### src/rtl/dpq_pkg.sv
package dpq_pkg;
  localparam int unsigned DESC_W  = 160;
  localparam int unsigned ID_W    = 8;
  localparam int unsigned ID_LSB  = 152;
  localparam int unsigned NUM_IDS = 1 << ID_W;

  typedef logic [DESC_W-1:0] desc_t;
  typedef logic [ID_W-1:0]   desc_id_t;

  typedef enum logic [1:0] {
    ST_IDLE  = 2'd0,
    ST_OFFER = 2'd1,
    ST_WAIT  = 2'd2
  } arb_state_e;

  function automatic desc_id_t id_of(desc_t d);
    return d[ID_LSB +: ID_W];
  endfunction
endpackage

### src/rtl/dpq_fifo.sv
module dpq_fifo
  import dpq_pkg::*;
#(
  parameter int unsigned DEPTH = 8,
  parameter int unsigned LAT   = 3
) (
  input  logic  clk_i,
  input  logic  rst_ni,
  input  logic  push_i,
  input  desc_t data_i,
  output logic  ready_o,
  input  logic  pop_i,
  output desc_t head_o,
  output logic  nonempty_o
);
  localparam int unsigned PW       = $clog2(DEPTH);
  localparam int unsigned CW       = $clog2(DEPTH + 1);
  localparam int unsigned OPEN_LIM = DEPTH - LAT;

  desc_t          mem_q [DEPTH];
  logic [PW-1:0]  wr_q, rd_q;
  logic [CW-1:0]  cnt_q;
  logic           init_q;
  logic           do_push, do_pop;

  function automatic logic [PW-1:0] ptr_inc(logic [PW-1:0] p);
    return (p == PW'(DEPTH - 1)) ? '0 : p + 1'b1;
  endfunction

  assign do_pop  = pop_i && (cnt_q != '0);
  assign do_push = push_i && ((cnt_q != CW'(DEPTH)) || do_pop);

  always_ff @(posedge clk_i) begin
    if (do_push) mem_q[wr_q] <= data_i;
  end

  always_ff @(posedge clk_i or negedge rst_ni) begin
    if (!rst_ni) begin
      wr_q   <= '0;
      rd_q   <= '0;
      cnt_q  <= '0;
      init_q <= 1'b0;
    end else begin
      init_q <= 1'b1;
      if (do_push) wr_q <= ptr_inc(wr_q);
      if (do_pop)  rd_q <= ptr_inc(rd_q);
      case ({do_push, do_pop})
        2'b10:   cnt_q <= cnt_q + 1'b1;
        2'b01:   cnt_q <= cnt_q - 1'b1;
        default: cnt_q <= cnt_q;
      endcase
    end
  end

  // hold back space for words already launched under the ready latency
  assign ready_o    = init_q && (cnt_q < CW'(OPEN_LIM));
  assign head_o     = mem_q[rd_q];
  assign nonempty_o = (cnt_q != '0);

  p_no_overflow_r3: assert property (@(posedge clk_i) disable iff (!rst_ni)
    push_i |-> ((cnt_q != CW'(DEPTH)) || pop_i));

  p_no_underflow_r4: assert property (@(posedge clk_i) disable iff (!rst_ni)
    pop_i |-> (cnt_q != '0));

  p_count_bound_r1: assert property (@(posedge clk_i) disable iff (!rst_ni)
    cnt_q <= CW'(DEPTH));
endmodule

### src/rtl/dpq_id_guard.sv
module dpq_id_guard
  import dpq_pkg::*;
(
  input  logic                clk_i,
  input  logic                rst_ni,
  input  logic [1:0]          push_i,
  input  logic [1:0][ID_W-1:0] push_id_i,
  input  logic [1:0]          pop_i,
  input  logic [1:0][ID_W-1:0] pop_id_i,
  output logic                id_collision_o
);
  logic [1:0][NUM_IDS-1:0] map_q, map_d;
  logic                    hit;

  always_comb begin
    map_d = map_q;
    for (int q = 0; q < 2; q++) begin
      if (pop_i[q])  map_d[q][pop_id_i[q]]  = 1'b0;
      if (push_i[q]) map_d[q][push_id_i[q]] = 1'b1;
    end
  end

  always_comb begin
    hit = (push_i[0] && map_q[1][push_id_i[0]]) ||
          (push_i[1] && map_q[0][push_id_i[1]]) ||
          (&push_i && (push_id_i[0] == push_id_i[1]));
  end

  always_ff @(posedge clk_i or negedge rst_ni) begin
    if (!rst_ni) begin
      map_q          <= '0;
      id_collision_o <= 1'b0;
    end else begin
      map_q          <= map_d;
      id_collision_o <= hit;
    end
  end

  p_collision_cause_r10: assert property (@(posedge clk_i) disable iff (!rst_ni)
    id_collision_o |-> $past(|push_i));

  p_norm_map_set_r10: assert property (@(posedge clk_i) disable iff (!rst_ni)
    push_i[0] |=> map_q[0][$past(push_id_i[0])]);

  p_prio_map_set_r10: assert property (@(posedge clk_i) disable iff (!rst_ni)
    push_i[1] |=> map_q[1][$past(push_id_i[1])]);
endmodule

### src/rtl/dpq_issue_ctrl.sv
module dpq_issue_ctrl
  import dpq_pkg::*;
(
  input  logic            clk_i,
  input  logic            rst_ni,
  input  logic [1:0]      nonempty_i,
  input  desc_t [1:0]     head_i,
  output logic  [1:0]     pop_o,
  output logic            issue_valid_o,
  input  logic            issue_ready_i,
  output desc_t           issue_data_o,
  output logic            issue_prio_o,
  input  logic            done_i,
  output logic            active_o,
  output desc_id_t        active_id_o
);
  arb_state_e state_q;
  desc_t      hold_q;
  logic       prio_q;

  // index 1 = priority queue, strictly ahead of index 0
  always_comb begin
    pop_o = '0;
    if (state_q == ST_IDLE) begin
      if (nonempty_i[1])      pop_o[1] = 1'b1;
      else if (nonempty_i[0]) pop_o[0] = 1'b1;
    end
  end

  always_ff @(posedge clk_i or negedge rst_ni) begin
    if (!rst_ni) begin
      state_q <= ST_IDLE;
      hold_q  <= '0;
      prio_q  <= 1'b0;
    end else begin
      case (state_q)
        ST_IDLE: if (|pop_o) begin
          hold_q  <= pop_o[1] ? head_i[1] : head_i[0];
          prio_q  <= pop_o[1];
          state_q <= ST_OFFER;
        end
        ST_OFFER: if (issue_ready_i) state_q <= ST_WAIT;
        ST_WAIT:  if (done_i)        state_q <= ST_IDLE;
        default:  state_q <= ST_IDLE;
      endcase
    end
  end

  assign issue_valid_o = (state_q == ST_OFFER);
  assign issue_data_o  = hold_q;
  assign issue_prio_o  = prio_q;
  assign active_o      = (state_q != ST_IDLE);
  assign active_id_o   = id_of(hold_q);

  p_prio_wins_r5: assert property (@(posedge clk_i) disable iff (!rst_ni)
    pop_o[0] |-> !nonempty_i[1]);

  p_hold_offer_r8: assert property (@(posedge clk_i) disable iff (!rst_ni)
    (issue_valid_o && !issue_ready_i) |=> (issue_valid_o && $stable(issue_data_o)));

  p_no_preempt_r6: assert property (@(posedge clk_i) disable iff (!rst_ni)
    (state_q == ST_WAIT && !done_i) |=> (state_q == ST_WAIT && $stable(hold_q)));

  p_single_pop_r6: assert property (@(posedge clk_i) disable iff (!rst_ni)
    $onehot0(pop_o));

  p_done_ignored_r9: assert property (@(posedge clk_i) disable iff (!rst_ni)
    (state_q == ST_OFFER && done_i && !issue_ready_i) |=> (state_q == ST_OFFER));
endmodule

### src/rtl/desc_prio_arbiter.sv
module desc_prio_arbiter
  import dpq_pkg::*;
#(
  parameter int unsigned DEPTH = 8,
  parameter int unsigned LAT   = 3
) (
  input  logic          clk_i,
  input  logic          rst_ni,
  input  logic          norm_valid_i,
  input  logic [159:0]  norm_data_i,
  output logic          norm_ready_o,
  input  logic          prio_valid_i,
  input  logic [159:0]  prio_data_i,
  output logic          prio_ready_o,
  output logic          issue_valid_o,
  input  logic          issue_ready_i,
  output logic [159:0]  issue_data_o,
  output logic          issue_prio_o,
  input  logic          done_i,
  output logic          active_o,
  output logic [7:0]    active_id_o,
  output logic          id_collision_o
);
  logic [1:0]            push, ready, pop, nonempty;
  desc_t [1:0]           wdata, head;
  logic [1:0][ID_W-1:0]  push_id, pop_id;

  assign push     = {prio_valid_i, norm_valid_i};
  assign wdata[0] = norm_data_i;
  assign wdata[1] = prio_data_i;

  for (genvar q = 0; q < 2; q++) begin : g_queue
    dpq_fifo #(.DEPTH(DEPTH), .LAT(LAT)) u_fifo (
      .clk_i      (clk_i),
      .rst_ni     (rst_ni),
      .push_i     (push[q]),
      .data_i     (wdata[q]),
      .ready_o    (ready[q]),
      .pop_i      (pop[q]),
      .head_o     (head[q]),
      .nonempty_o (nonempty[q])
    );
    assign push_id[q] = id_of(wdata[q]);
    assign pop_id[q]  = id_of(head[q]);
  end

  assign norm_ready_o = ready[0];
  assign prio_ready_o = ready[1];

  dpq_id_guard u_guard (
    .clk_i          (clk_i),
    .rst_ni         (rst_ni),
    .push_i         (push),
    .push_id_i      (push_id),
    .pop_i          (pop),
    .pop_id_i       (pop_id),
    .id_collision_o (id_collision_o)
  );

  dpq_issue_ctrl u_ctrl (
    .clk_i         (clk_i),
    .rst_ni        (rst_ni),
    .nonempty_i    (nonempty),
    .head_i        (head),
    .pop_o         (pop),
    .issue_valid_o (issue_valid_o),
    .issue_ready_i (issue_ready_i),
    .issue_data_o  (issue_data_o),
    .issue_prio_o  (issue_prio_o),
    .done_i        (done_i),
    .active_o      (active_o),
    .active_id_o   (active_id_o)
  );
endmodule

### config.mk
export PLATFORM = sky130hd
export DESIGN_NAME = desc_prio_arbiter
export DESIGN_NICKNAME = d
export VERILOG_FILES = /design/src/rtl/dpq_pkg.sv /design/src/rtl/dpq_fifo.sv /design/src/rtl/dpq_id_guard.sv /design/src/rtl/dpq_issue_ctrl.sv /design/src/rtl/desc_prio_arbiter.sv
export SDC_FILE = /design/constraint.sdc
export NUM_CORES = 2
export LEC_CHECK = 0
export CORE_ASPECT_RATIO = 0.5
export CORE_MARGIN = 5
export CORE_UTILIZATION = 51
export CTS_BUF_LIST = sky130_fd_sc_hd__clkbuf_4 sky130_fd_sc_hd__clkbuf_8 sky130_fd_sc_hd__clkbuf_16
export DETAILED_ROUTE_END_ITERATION = 16
export PLACE_DENSITY = 0.73
export SYNTH_ARGS = -nofsm -noshare
export SYNTH_HDL_FRONTEND = slang
export SYNTH_SLANG_ARGS = --single-unit
### constraint.sdc
create_clock -name clk_i -period 22.5 [get_ports clk_i]
set_input_delay 3.375 -clock clk_i [delete_from_list [all_inputs] [get_ports clk_i]]
set_output_delay 3.375 -clock clk_i [all_outputs]
set_load 0.05 [all_outputs]
==> results by group <==
Yosys
  – Synth area leader: edfxtp_1
  – Cell Area, Synth: 0.128 mm2
  – Synth top cells by count: edfxtp_1 (2560), o21ai_0 (1105), mux4_2 (753)
  – Synth warnings: 0
  – Count leader, synth: edfxtp_1
  – Syn_area_per_cell: approximately 18 um2
  – Mapped Nets: 7315
  – #FFs+latches synth: around 3.3k
  – Synth top area share: 60.0%
  – Top cells by area, synth: edfxtp_1 (60%), dfrtp_1 (14%), mux4_2 (13%)
  – Yosys cell types: 75
  – Number of synthesized flops with an enable pin: 2560
  – Seq/Total Area, Yosys: 73.6%
  – Cells after Synth: 6975
  – Top_reg_cell synth: edfxtp_1
  – Async S/R FF share, synth: a little over a fifth

Power and ir drop
  – Worst vdd ir: 0.105 mV
  – Leak: 46.5 nW
  – Combinational fraction of design power: 29.1%
  – Internal power: 0.0126 W
  – Flop pwr share: 42.9%
  – P_sw: around 0.0059 W
  – Clock power share: 28.0%
  – Pwr Density: 126 mW/mm2
  – Total chip power: 0.0185 W
  – Net Sw Frac: a little under a third

Clock network
  – Clock Path Buffers: 4
  – Postcts setup bufs: 0
  – Clk_lat worst skew: 0.85 ns
  – Clock-pin slew on the worst setup and hold paths: 0.06 ns
  – TritonCTS clock tree: yes
  – Max H-tree Level: 5
  – CTS Buf Count: around 290
  – Hold Buf Count CTS: 0
  – PostCTS Resize Cnt: 0
  – # clock sinks: 3257
  – Root Buffer: clkbuf_16

GRT
  – First-pass GRT wire length: 479000 um
  – GRT overflow: 0
  – M1 GR Usage: 32.7%
  – Global routing's busiest layer: met2
  – Largest net degree at the start of global routing: around 120
  – Met3 usage: 4.19%
  – Met2 Use GR: 41.2%
  – GR Util All Layers: 24.7%
  – Initial antenna violation count: 97
  – Vias in the first global route: 70.5k

Status
  – Status: finished, final reports clean

Detailed routing
  – Initial DRC Count: 8271
  – Vias: about 70k
  – TritonRoute pass-1 iters: 9
  – Remaining antenna violation count after routing: 0
  – DRC: 0
  – Wirelength per Cell: between 20 and 30 um
  – Via-per-instance ratio: 6.30
  – Detailed Route WL: approximately 330000 um

Final layout
  – Area grow syn2layout: 14.3%
  – # fillers: between 15k and 20k
  – Share of post-route cells with drive strength above 1: between 20% and 30%
  – Final core utilization: 58.4%
  – Final nets: 7782
  – Fin cells: approximately 11k

Timing
  – Post-layout min period: 6.50 ns
  – Final setup margin: around 16 ns
  – Fmax: about 0.15 GHz
  – Sum Neg Setup Slack: 0 ns
  – Fin crit share: 28.9%
  – Max Transition Viols Final: 0
  – Worst slew margin: 10.8%
  – Setup Viol. Count Final: 0
  – Slew at the pin closest to its max-slew limit: 1.33 ns
  – RSZ-0062 raised after global routing: false
  – Hold Fails Final Rpt: 0
  – Setup skew after layout: 0.0627 ns

Setup path
  – Critical-path top delay cell: clkdlybuf4s50_1
  – CP max stage delay: 1.03 ns
  – Worst Path Max Fanout: 52
  – CP Launch Type: primary input
  – Worst path cell trace: clkdlybuf4s50_1, nand3_1, nor3_2, buf_4, buf_4
  – Most frequent CP cell: buf_4
  – Req. time, crit path: 22.94 ns
  – Setup crit end kind: register
  – Worst setup path category: primary input to register
  – Worst Path Arrival: 6.94 ns

Floorplan
  – Row Count: 130
  – Die W: 719 um
  – Die Ht: 365 um
  – IO Count: 500
  – Die area: 0.262 mm2
  – Core area: 0.251 mm2
  – Starting Density: 51.1%

Placed design
  – Gpl congestion: 0.855
  – Cell count after placement: 10.5k
  – Pre-CTS setup slack: 15.24 ns
  – Hpwl dp: about 190000 um
  – PortBufs: 499

Flow run
  – Max cap viols: 0

Worst hold path
  – Hold Crit Class: register to register
power groups by stage:
| stage | Combinational [W] | Sequential (W) | Clock (W) |
|---|---|---|---|
| after floorplan | 0.00325 | 0.00861 | 0 |
| after global placement | 0.00534 | 0.00800 | 0 |
| after detailed placement | 0.00541 | 0.00804 | 0 |
| after CTS | 0.00544 | 0.00793 | 0.00522 |
| after global routing | 0.00572 | 0.00801 | 0.00549 |
| final | 0.00538 | 0.00793 | 0.00516 |
final timing paths:
check,from,endpoint,slack [ns],cells after the start
setup / recovery,norm_valid_i,g_queue[0].u_fifo.mem_q[1][135]$_DFFE_PP_,16.00,5
hold / removal,u_ctrl.issue_data_o[78]$_DFFE_PN0P_,u_ctrl.issue_data_o[78]$_DFFE_PN0P_,0.48,2
setup reg to reg,g_queue[0].u_fifo.rd_q[0]$_DFFE_PN0N_,u_ctrl.issue_data_o[125]$_DFFE_PN0P_,16.60,8
hold reg to reg,u_ctrl.issue_data_o[78]$_DFFE_PN0P_,u_ctrl.issue_data_o[78]$_DFFE_PN0P_,0.48,2
max in group asynchronous,rst_ni,u_ctrl.issue_data_o[130]$_DFFE_PN0P_,16.59,4
min in group asynchronous,rst_ni,u_guard.map_q[109]$_DFF_PN0_,2.61,1
layout make-up:
type	instances	area [um2]	area share [%]
antenna	50	125	0.0854
tap	3366	4210	2.87
timing repair buffer	617	5980	4.08
sequential	3257	94300	64.4
inverter	16	60.1	0.0410
clock buffer	389	8400	5.73
multi-input combinational	3258	31900	21.8
clock inverter	131	1430	0.979
through the flow:
stage	hold WS [ns]	instance area [um2]
after floorplan	0.449	128000
after global placement	0.461	137000
after detailed placement	0.470	137000
after CTS	0.484	146000
after global routing	0.489	146000
final	0.479	146000
placed cells by master, fill, tap and decap left out, types with 61 or more instances in the layout:
master,count
edfxtp_1,2560
o21ai_0,1105
mux4_2,753
dfrtp_1,691
clkdlybuf4s50_1,493
nand2_1,317
clkbuf_16,304
nor2_1,200
mux2i_1,182
mux2_2,179
a21oi_1,169
buf_4,111
clkbuf_4,61
state kept, by name, indices dropped and copies added (netlist names):
register / cells
g_queue.u_fifo.cnt_q: 8
g_queue.u_fifo.init_q: 1
g_queue.u_fifo.mem_q: 2560
g_queue.u_fifo.rd_q: 6
g_queue.u_fifo.wr_q: 6
u_ctrl.issue_data_o: 160
u_ctrl.issue_prio_o: 1
u_ctrl.state_q: 2
u_guard.id_collision_o: 1
u_guard.map_q: 512
layer usage:
layer | wire length, um | share of wire, %
met5 | 103 | 0.031
met3 | 24200 | 7.4
met2 | 166000 | 51
met1 | 124000 | 38
met4 | 13300 | 4.1
critical path, delay by kind of cell:
kind | cells | cell delay (ns)
buffers and inverters | 3 | 2.67
and+or+nand+nor | 2 | 0.79
cell families (layout without fill, tap and decap cells):
family	Yosys count	count (layout)	synth area share, %
AO/OA/AOI/OAI	1430	1430	5.81
XOR/XNOR	14	14	0.0957
adder cells (fa/ha/maj)	14	14	0.148
buffers and inverters	460	1153	1.59
flip-flops	3257	3257	73.6
multiplexers	1128	1128	16.5
other	1	51	0.00293
AND/OR/NAND/NOR	671	671	2.31
(Power assumes the default switching activity.)
